--- config.mk ---
export PLATFORM = sky130hd
export DESIGN_NAME = mdu_seq
export DESIGN_NICKNAME = d
export VERILOG_FILES = /design/src/rtl/mdu_pkg.sv /design/src/rtl/mdu_mul.sv /design/src/rtl/mdu_corner.sv /design/src/rtl/mdu_div_step.sv /design/src/rtl/mdu_seq.sv
export SDC_FILE = /design/constraint.sdc
export NUM_CORES = 2
export LEC_CHECK = 0
export ABC_AREA = 1
export BUFFER_PORTS_ARGS = -buffer_cell sky130_fd_sc_hd__clkbuf_2
export CAP_MARGIN = 20
export CORE_ASPECT_RATIO = 0.5
export CORE_MARGIN = 10
export CORE_UTILIZATION = 45
export CTS_CLUSTER_SIZE = 16
export DETAILED_ROUTE_END_ITERATION = 12
export GPL_ROUTABILITY_DRIVEN = 0
export GPL_TIMING_DRIVEN = 0
export PLACE_DENSITY = 0.71
export SYNTH_ARGS = -nofsm -noshare
export SYNTH_HDL_FRONTEND = slang
export SYNTH_SLANG_ARGS = --single-unit
--- constraint.sdc ---
create_clock -name clk -period 9.3 [get_ports clk]
set_input_delay 0.93 -clock clk [delete_from_list [all_inputs] [get_ports clk]]
set_output_delay 0.93 -clock clk [all_outputs]
set_load 0.01 [all_outputs]
--- src/rtl/mdu_pkg.sv ---
// Shared definitions for the multiply/divide unit.
// Assumes: a register-form encoding where the function-7 field selects
// the unit and the function-3 field picks the operation.
package mdu_pkg;

    localparam int XLEN       = 32;
    localparam int REG_IDX_W  = 5;
    localparam logic [6:0] MULDIV_F7 = 7'b0000001;

    // Control states of the sequencer.
    typedef enum logic [1:0] {
        ST_IDLE  = 2'd0,
        ST_SHORT = 2'd1,
        ST_LOOP  = 2'd2,
        ST_FIX   = 2'd3
    } mdu_state_e;

endpackage

--- src/rtl/mdu_mul.sv ---
// Single-cycle multiplier producing the low or high half of a product.
// Assumes: op[1:0] = 00 low half, 01 signed x signed high,
// 10 signed x unsigned high, 11 unsigned x unsigned high.
// Purely combinational; the caller registers the result.
module mdu_mul #(
    parameter int W = 32
) (
    input  logic [1:0]   op,
    input  logic [W-1:0] a,
    input  logic [W-1:0] b,
    output logic [W-1:0] res
);

    localparam int PW = 2 * W;

    logic          a_signed;
    logic          b_signed;
    logic [PW-1:0] a_ext;
    logic [PW-1:0] b_ext;
    logic [PW-1:0] prod;

    // Choose operand extension from the variant bits.
    always_comb begin
        a_signed = (op == 2'b01) || (op == 2'b10);
        b_signed = (op == 2'b01);
        a_ext    = {{W{a_signed & a[W-1]}}, a};
        b_ext    = {{W{b_signed & b[W-1]}}, b};
    end

    // Product modulo 2^PW is exact for every variant.
    assign prod = a_ext * b_ext;

    // Select which half leaves the unit.
    always_comb begin
        if (op == 2'b00) res = prod[W-1:0];
        else             res = prod[PW-1:W];
    end

endmodule

--- src/rtl/mdu_corner.sv ---
// Detects the divide corner cases that finish without iterating.
// Assumes: op[2] set means divide/remainder, op[1] set means remainder,
// op[0] clear means signed.  Combinational.
module mdu_corner #(
    parameter int W = 32
) (
    input  logic [2:0]   op,
    input  logic [W-1:0] a,
    input  logic [W-1:0] b,
    output logic         hit,
    output logic [W-1:0] value
);

    localparam logic [W-1:0] MOST_NEG = {1'b1, {(W-1){1'b0}}};
    localparam logic [W-1:0] ALL_ONES = {W{1'b1}};

    logic zero_div;
    logic ovf;

    // Classify the operand pair.
    always_comb begin
        zero_div = (b == '0);
        ovf      = !op[0] && (a == MOST_NEG) && (b == ALL_ONES);
        hit      = op[2] && (zero_div || ovf);
    end

    // Defined result for each corner case.
    always_comb begin
        if (zero_div)   value = op[1] ? a : ALL_ONES;
        else if (ovf)   value = op[1] ? '0 : MOST_NEG;
        else            value = '0;
    end

endmodule

--- src/rtl/mdu_div_step.sv ---
// One restoring-division step on unsigned magnitudes.
// Assumes: rem < dvs on entry and dvs is nonzero; then rem_n < dvs.
// The next dividend bit is taken from the top of quo and the new
// quotient bit is shifted in at the bottom.
module mdu_div_step #(
    parameter int W = 32
) (
    input  logic [W-1:0] rem,
    input  logic [W-1:0] quo,
    input  logic [W-1:0] dvs,
    output logic [W-1:0] rem_n,
    output logic [W-1:0] quo_n
);

    logic [W:0] shifted;
    logic [W:0] diff;
    logic       fits;

    // Shift in a dividend bit, trial-subtract and restore on borrow.
    always_comb begin
        shifted = {rem, quo[W-1]};
        diff    = shifted - {1'b0, dvs};
        fits    = !diff[W];
        rem_n   = fits ? diff[W-1:0] : shifted[W-1:0];
        quo_n   = {quo[W-2:0], fits};
    end

endmodule

--- src/rtl/mdu_seq.sv ---
// Sequential multiply/divide unit.
// Accepts one operation at a time while idle.  Multiplies and divide
// corner cases take a two-edge short path; other divides run W/DIV_UNROLL
// restoring iterations on magnitudes and then a sign-fix cycle.
// Assumes: operands are stable in the cycle start_i is sampled; start_i
// while busy is dropped.  DIV_UNROLL must divide W.
module mdu_seq #(
    parameter int W          = mdu_pkg::XLEN,
    parameter int RW         = mdu_pkg::REG_IDX_W,
    parameter int DIV_UNROLL = 1
) (
    input  logic          clk,
    input  logic          rst_n,
    input  logic          start_i,
    input  logic [6:0]    funct7_i,
    input  logic [2:0]    funct3_i,
    input  logic [W-1:0]  rs1_i,
    input  logic [W-1:0]  rs2_i,
    input  logic [RW-1:0] rd_i,
    output logic          busy_o,
    output logic          done_o,
    output logic [W-1:0]  result_o,
    output logic [RW-1:0] rd_o,
    output logic          wr_o
);

    import mdu_pkg::*;

    localparam int STEPS = W / DIV_UNROLL;
    localparam int CW    = $clog2(STEPS + 1);

    mdu_state_e     state_q;
    logic           done_q;
    logic [W-1:0]   res_q;
    logic [RW-1:0]  rd_q;
    logic [W-1:0]   rem_q;
    logic [W-1:0]   quo_q;
    logic [W-1:0]   dvs_q;
    logic [CW-1:0]  cnt_q;
    logic           neg_quo_q;
    logic           neg_rem_q;
    logic           want_rem_q;

    logic           accept;
    logic           sgn_a;
    logic           sgn_b;
    logic [W-1:0]   mag_a;
    logic [W-1:0]   mag_b;
    logic [W-1:0]   mul_res;
    logic           corner_hit;
    logic [W-1:0]   corner_val;
    logic [W-1:0]   rem_c [DIV_UNROLL+1];
    logic [W-1:0]   quo_c [DIV_UNROLL+1];

    // Accept a request only when idle and the function-7 field matches.
    assign accept = start_i && (state_q == ST_IDLE) && (funct7_i == MULDIV_F7);

    // Operand signs and magnitudes for the divide loop.
    always_comb begin
        sgn_a = !funct3_i[0] && rs1_i[W-1];
        sgn_b = !funct3_i[0] && rs2_i[W-1];
        mag_a = sgn_a ? (~rs1_i + 1'b1) : rs1_i;
        mag_b = sgn_b ? (~rs2_i + 1'b1) : rs2_i;
    end

    mdu_mul #(.W(W)) u_mul (
        .op  (funct3_i[1:0]),
        .a   (rs1_i),
        .b   (rs2_i),
        .res (mul_res)
    );

    mdu_corner #(.W(W)) u_corner (
        .op    (funct3_i),
        .a     (rs1_i),
        .b     (rs2_i),
        .hit   (corner_hit),
        .value (corner_val)
    );

    assign rem_c[0] = rem_q;
    assign quo_c[0] = quo_q;

    // Chain of restoring steps executed in one cycle.
    for (genvar k = 0; k < DIV_UNROLL; k++) begin : g_step
        mdu_div_step #(.W(W)) u_step (
            .rem   (rem_c[k]),
            .quo   (quo_c[k]),
            .dvs   (dvs_q),
            .rem_n (rem_c[k+1]),
            .quo_n (quo_c[k+1])
        );
    end

    // Sequencer: accept, iterate, fix signs and raise the done strobe.
    always_ff @(posedge clk) begin
        if (!rst_n) begin
            state_q    <= ST_IDLE;
            done_q     <= 1'b0;
            res_q      <= '0;
            rd_q       <= '0;
            rem_q      <= '0;
            quo_q      <= '0;
            dvs_q      <= '0;
            cnt_q      <= '0;
            neg_quo_q  <= 1'b0;
            neg_rem_q  <= 1'b0;
            want_rem_q <= 1'b0;
        end else begin
            done_q <= 1'b0;
            case (state_q)
                ST_IDLE: begin
                    if (accept) begin
                        rd_q       <= rd_i;
                        want_rem_q <= funct3_i[1];
                        if (!funct3_i[2]) begin
                            res_q   <= mul_res;
                            state_q <= ST_SHORT;
                        end else if (corner_hit) begin
                            res_q   <= corner_val;
                            state_q <= ST_SHORT;
                        end else begin
                            rem_q     <= '0;
                            quo_q     <= mag_a;
                            dvs_q     <= mag_b;
                            cnt_q     <= CW'(STEPS);
                            neg_quo_q <= sgn_a ^ sgn_b;
                            neg_rem_q <= sgn_a;
                            state_q   <= ST_LOOP;
                        end
                    end
                end
                ST_SHORT: begin
                    done_q  <= 1'b1;
                    state_q <= ST_IDLE;
                end
                ST_LOOP: begin
                    rem_q <= rem_c[DIV_UNROLL];
                    quo_q <= quo_c[DIV_UNROLL];
                    cnt_q <= cnt_q - CW'(1);
                    if (cnt_q == CW'(1)) state_q <= ST_FIX;
                end
                ST_FIX: begin
                    if (want_rem_q) res_q <= neg_rem_q ? (~rem_q + 1'b1) : rem_q;
                    else            res_q <= neg_quo_q ? (~quo_q + 1'b1) : quo_q;
                    done_q  <= 1'b1;
                    state_q <= ST_IDLE;
                end
                default: state_q <= ST_IDLE;
            endcase
        end
    end

    // Drive the result side of the unit.
    always_comb begin
        busy_o   = (state_q != ST_IDLE);
        done_o   = done_q;
        result_o = res_q;
        rd_o     = rd_q;
        wr_o     = done_q && (rd_q != '0);
    end


    foreign_f7_ignored_chk: assert property (@(posedge clk) disable iff (!rst_n)
        (start_i && !busy_o && (funct7_i != MULDIV_F7)) |=> !busy_o);


    busy_done_excl_chk: assert property (@(posedge clk) disable iff (!rst_n)
        !(busy_o && done_o));


    done_single_chk: assert property (@(posedge clk) disable iff (!rst_n)
        done_o |=> !done_o);


    busy_start_dropped_chk: assert property (@(posedge clk) disable iff (!rst_n)
        (busy_o && start_i) |=> $stable(rd_o));


    zero_divisor_chk: assert property (@(posedge clk) disable iff (!rst_n)
        (accept && funct3_i[2] && (rs2_i == '0)) |=> ##1
        (done_o && (result_o == ($past(funct3_i[1], 2) ? $past(rs1_i, 2) : {W{1'b1}}))));


    rem_below_divisor_chk: assert property (@(posedge clk) disable iff (!rst_n)
        (state_q == ST_LOOP) |-> ((rem_q < dvs_q) && (cnt_q != '0)));

endmodule

Word level (Yosys, flattened, before mapping):

Cells that the tools add are included.
Widths: inputs -> output; s select.

* equality and inequality tests: 14
* muxes and demuxes: 33
* bitwise logic cells: 8
* $mul: 1
* $add $sub $neg: 6
* reductions and logical operators: 25

Operator list (number)
* $mux 32: 20
* $pmux 32 s2: 3
* $add 32x1->32 const B: 4
* $not 32->32: 4
* $eq 32x32->1 const B: 2
* $mul 33x33->64: 1
* $sub 33x32->33: 1
* $logic_not 32->1: 1
* $mux 6: 3
* $pmux 6 s2: 1
* $logic_and 1x1->1: 8
* $mux 2: 4
* $ne 2x2->1 const B: 4
* $reduce_and 4->1: 2
* $eq 7x1->1 const B: 1
* $eq 2x2->1 const B: 3
* $eq 6x1->1 const B: 1
* $pmux 2 s3: 1
* $reduce_bool 2->1: 3
* $sub 6x1->6 const B: 1
* $reduce_bool 5->1: 1
* $eq 2x1->1 const B: 2
* $logic_not 2->1: 2
* $reduce_and 2->1: 2
* other kinds (9): 12

* logic and storage cells: 98
* output and inout bits: 40
* register bits after elaboration: 145
* input bits: 82

Longest topological paths before layout:

* depth after elaboration: 9
* mapped depth: 39
* depth with buffers taken out: 37

Hierarchy:

From an unflattened synthesis, not the netlist that was laid out.

* cells, all modules: 7851
* area total of the unflattened synthesis: 54959.0 sq um

By module, submodules not included
* mdu_mul: sequential area each 0.0 sq um, times used 1, cells an instance 5224, area an instance 40586.4 sq um
* mdu_seq: sequential area each 2902.8 sq um, times used 1, cells an instance 1724, area an instance 10084.7 sq um
* mdu_div_step: sequential area each 0.0 sq um, times used 1, cells an instance 712, area an instance 3390.8 sq um
* mdu_corner: sequential area each 0.0 sq um, times used 1, cells an instance 191, area an instance 897.1 sq um

Least setup slack after synthesis:

No wires, ideal clock.

* kind: in2reg
* start point: in funct3_i[1]
* end point: reg res_q[31], in the netlist result_o[31]
* cell stages on the path: 35
* arrival time: 8560 ps
* library setup time: 132 ps
* setup slack: 607 ps
* path buffers: 2
* required time: 9168 ps
* cell sequence: clkinv_1 -> clkbuf_1 -> ha_1 -> nand2_1 -> clkbuf_1 -> nor2_1 -> fa_1 -> inv_1 -> fa_1 -> inv_1 -> fa_1 -> inv_1 -> fa_1 -> fa_1 -> fa_1 -> inv_1 -> fa_1 -> inv_1 -> fa_1 -> inv_1 -> ha_1 -> inv_1 -> nor3_1 -> nand2_1 -> nor2_1 -> and3_1 -> nand2_1 -> nand2_1 -> nand3_1 -> nand3_1 -> nand2_1 -> nand2_1 -> nand2_1 -> nand2_1 -> a21oi_1

* word-level cells in the longest chain between the ends: 8
* elaborated cells between the ends (all ways): 16
* classes of those cells: mul (1); eq/ne (2); mux (9); bitwise (2); reduce/logical (2)

Ends and longest elaborated chain
* start: declaration: line mdu_seq.sv:16 `input logic [2:0] funct3_i,`
* $eq 2x1->1 / $eq 2x2->1 (equally long branches): line mdu_mul.sv:24, mdu_mul.sv:25
* $logic_or 1x1->1: line mdu_mul.sv:24 `a_signed = (op == 2'b01) || (op == 2'b10);`
* $and 1x1->1: line mdu_mul.sv:26 `a_ext = {{W{a_signed & a[W-1]}}, a};`
* $mul 33x33->64: line mdu_mul.sv:31 `assign prod = a_ext * b_ext;`
* $mux 32: line mdu_mul.sv:35 `if (op == 2'b00) res = prod[W-1:0];`
* $mux 32 (*): line mdu_seq.sv:116 `if (!funct3_i[2]) begin`
* $mux 32 (*): line mdu_seq.sv:113 `if (accept) begin`
* $pmux 32 s2 (*): line mdu_seq.sv:111 `case (state_q)`
* end signal: assignment: line mdu_seq.sv:117 `res_q <= mul_res;`
* end signal: assignment: line mdu_seq.sv:120 `res_q <= corner_val;`
* end signal: assignment: line mdu_seq.sv:144 `if (want_rem_q) res_q <= neg_rem_q ? (~rem_q + 1'b1) : rem_q;`
* end: declaration: line mdu_seq.sv:34 `logic [W-1:0] res_q;`

Mark *: on every way between the ends. The rest lies on a longest branch, timed or not. The select of a mux whose other input is x is not followed.
A chain may end at the register's enable or synchronous reset.

Worst setup path in the final report:

* start point: in rs1_i[21]
* end point: reg res_q[2], in the netlist result_o[2]

* word-level cells in the longest chain between the ends: 9
* elaborated cells between the ends (all ways): 15
* classes of those cells: mul (1); eq/ne (2); mux (7); reduce/logical (5)

Ends and longest elaborated chain
* start: declaration: line mdu_seq.sv:17 `input logic [W-1:0] rs1_i,`
* branches (longest 9 deep; another with $mul 33x33->64)

Parallel ways; which one is timed is not known. The select of a mux whose other input is x is not followed.

==> flow_summary.json <==
{
  "dieArea_sq_mm": 0.131,
  "synth.cells.most_frequent": "1920 x nand2_1, 1854 x inv_1, 1126 x fa_1",
  "relSlewSlack_pct": 10.4,
  "timing.final.crit_share_pct": 99.5,
  "cp_common_cell": "nand2_1",
  "cp-end-kind": "flop",
  "cts_root_buffer": "clkbuf_16",
  "worst_hold_slack_ns": 0.467,
  "status": "complete, no violations",
  "nNetsFinal": 8761,
  "synthDistinctLibCells": 56,
  "routed_wl_mm": 210,
  "critPathKind": "in -> reg",
  "dp_hpwl_mm": 175,
  "synth_area_leaders": "fa_1 43%, nand2_1 14%, inv_1 13%, ha_1 6.1%, dfxtp_1 5.5%",
  "first_global_vias": 49419,
  "hold_violations": 0,
  "tightest_slew_ns": 1.34,
  "path_max_fanout": 10,
  "slowest_delay_ns": 0.74,
  "fp.dieW_um": 502,
  "clk_pin_slew_ns": 0.07,
  "synth_fa_ha_area_share_pct": 49.1,
  "syn_to_final_growth_pct": 6.59,
  "drive_gt1_share_pct": 3.71,
  "synth_area_sq_mm": 0.0523,
  "maxCapViolCount": 0,
  "period_minus_slack_ns": 9.25,
  "cp_slowest_cell": "buf_1",
  "fmax_mhz": 108,
  "yosys_warnings": 0,
  "cp.arrival_ns": 9.58,
  "crit_path_start_kind": "input pin",
  "rows": 88,
  "via_count": 49873,
  "synth-compound-area-share_pct": 6.99,
  "synth_edf_count": 0,
  "die_h_um": 261,
  "cts-htree-levels": 4,
  "hold_class": "reg -> reg",
  "via_per_inst": 5.63,
  "clock_skew_ns": 0.0112,
  "synth_seq_area_share_pct": 5.55,
  "yosys_most_used_dff": "dfxtp_1",
  "drcViolationCount": 0,
  "initial_core_util_pct": 45.3,
  "n_fill_cell": 11427,
  "ys_seq_elements": 145,
  "drt_iter0_drc": 7544,
  "cts_buffer_depth": 2,
  "io_buffers": 68,
  "cts_tree": "done",
  "wl_per_cell_um": 23.7,
  "cts_sinks": 145,
  "ios": 122,
  "core_area_sq_mm": 0.115,
  "async_reset_ff_share_pct": 0,
  "overflow": 0,
  "antenna_found_initial": 11,
  "fin_ws_ns": 0.0493,
  "synth_xor_area_share_pct": 1.59,
  "synth_top_area_share_pct": 43.1,
  "worstSkewPairLatency_ns": 0.44,
  "first_pass_iters": 10,
  "grt_max_degree": 18,
  "synth_top_family_by_area": "adder cells",
  "synth_nets": 8661,
  "tns_ns": 0,
  "yosysTopAreaCell": "fa_1",
  "grt_pass1_wl_mm": 309,
  "avgSynthCellArea_sq_um": 7.27,
  "setup_violations": 0,
  "cts_made_buffers": 17,
  "drv_slew": 0,
  "yosys.area_share.simple_pct": 20.6,
  "yosysMostFrequentCell": "nand2_1",
  "cp.required_ns": 9.63,
  "final_antenna_net_count": 0,
  "dp_slack_ns": -1.89,
  "muxShareOfSynthArea_pct": 0,
  "grt_use_total_pct": 31.7,
  "synthesis.instances": 7200
}
[cells by family (layout without fill, tap and decap cells)]
logic type,Yosys count,after routing
compound gates,671,671
flops,145,145
buf+inv,2221,2334
simple gates,2689,2689
other cells,0,9
xor+xnor,95,95
fa+ha+maj,1379,1379
[area by class of cell]
class / instances / area (sq um) / share of cell area (%)
Buffer: 344 / 1480 / 2.65
Antenna cell: 9 / 22.5 / 0.0404
Inverter: 1866 / 7030 / 12.6
Clock inverter: 14 / 224 / 0.402
Timing Repair Buffer: 91 / 641 / 1.15
Tap cell: 1530 / 1910 / 3.43
Multi-Input combinational cell: 4834 / 41100 / 73.7
Sequential cell: 145 / 2900 / 5.21
Clock buffer: 18 / 429 / 0.770
Timing Repair inverter: 1 / 7.51 / 0.0135
[placed cells by master, fill, tap and decap left out, types with 7 or more instances in the layout]
cell and count:
nor3_2 7, nor2_1 383, buf_1 91, inv_2 10, clkinvlp_4 7, a21oi_1 300, nor4_1 15, nand2_1 1920
buf_4 13, a221oi_1 8, buf_2 42, dfxtp_1 145, a211oi_1 13, o211ai_1 18, diode_2 9, nor3_1 44
buf_8 10, o21ai_0 251, o21bai_1 27, nor2_2 13, a31oi_1 16, clkbuf_1 172, nand3_1 225, xor2_1 68
inv_1 1847, xnor2_1 27, clkbuf_16 17, clkdlybuf4s15_1 7, ha_1 246, fa_1 1122, clkbuf_2 90, nand3b_1 11
nand4_1 42
[path summary, 6_finish.rpt]
path	to	startpoint	slack [ns]	cells past startpoint
hold reg to reg	cnt_q[5]	cnt_q[5]	0.47	2
setup reg to reg	quo_q[0]	quo_q[31]	6.12	17
hold / removal	cnt_q[5]	cnt_q[5]	0.47	2
setup / recovery	result_o[2]	rs1_i[21]	0.05	30
[sequential cells by signal, indices dropped and copies added, names as in the netlist]
signal,flops
cnt_q,6
result_o,32
dvs_q,32
want_rem_q,1
rd_o,5
done_o,1
rem_q,32
state_q,2
quo_q,32
neg_quo_q,1
neg_rem_q,1
[stage by stage]
step / instances / area, sq um / util, %
2_1_floorplan: 7200 / 52300 / -
3_3_place_gp: 8798 / 54600 / 47.3
3_5_place_dp: 8807 / 54700 / 47.4
4_1_cts: 8846 / 55600 / 48.2
5_1_grt: 8845 / 55700 / 48.3
6_report: 8852 / 55800 / 48.3
[metal layers]
layer | GRT usage (%) | up-vias | wire, um
met4 | 19.9 | 12 | 16900
met5 | 0 | - | 120
met1 | 39.1 | 23913 | 73600
met3 | 13.7 | 921 | 35700
li1 | - | 21179 | -
met2 | 45.4 | 3848 | 83700
[repair_timing]
action	CTS	global route
cloned	1	0
gates resized for setup	40	82
endpoints found under the setup margin	27	32
pin swaps	3	1
hold endpoints to repair	0	0
hold buffers	0	0
setup buffers	7	3
[worst max-delay path: cells and delay by family]
family / cells / cell delay [ns]
adder cells (fa/ha/maj): 9 / 4.57
buffers and inverters: 7 / 1.74
AND/OR/NAND/NOR: 11 / 1.61
AO/OA/AOI/OAI: 3 / 0.69
Power is not shown: default switching activity piles up to over one toggle a cycle in this logic, so the estimate is an artifact.
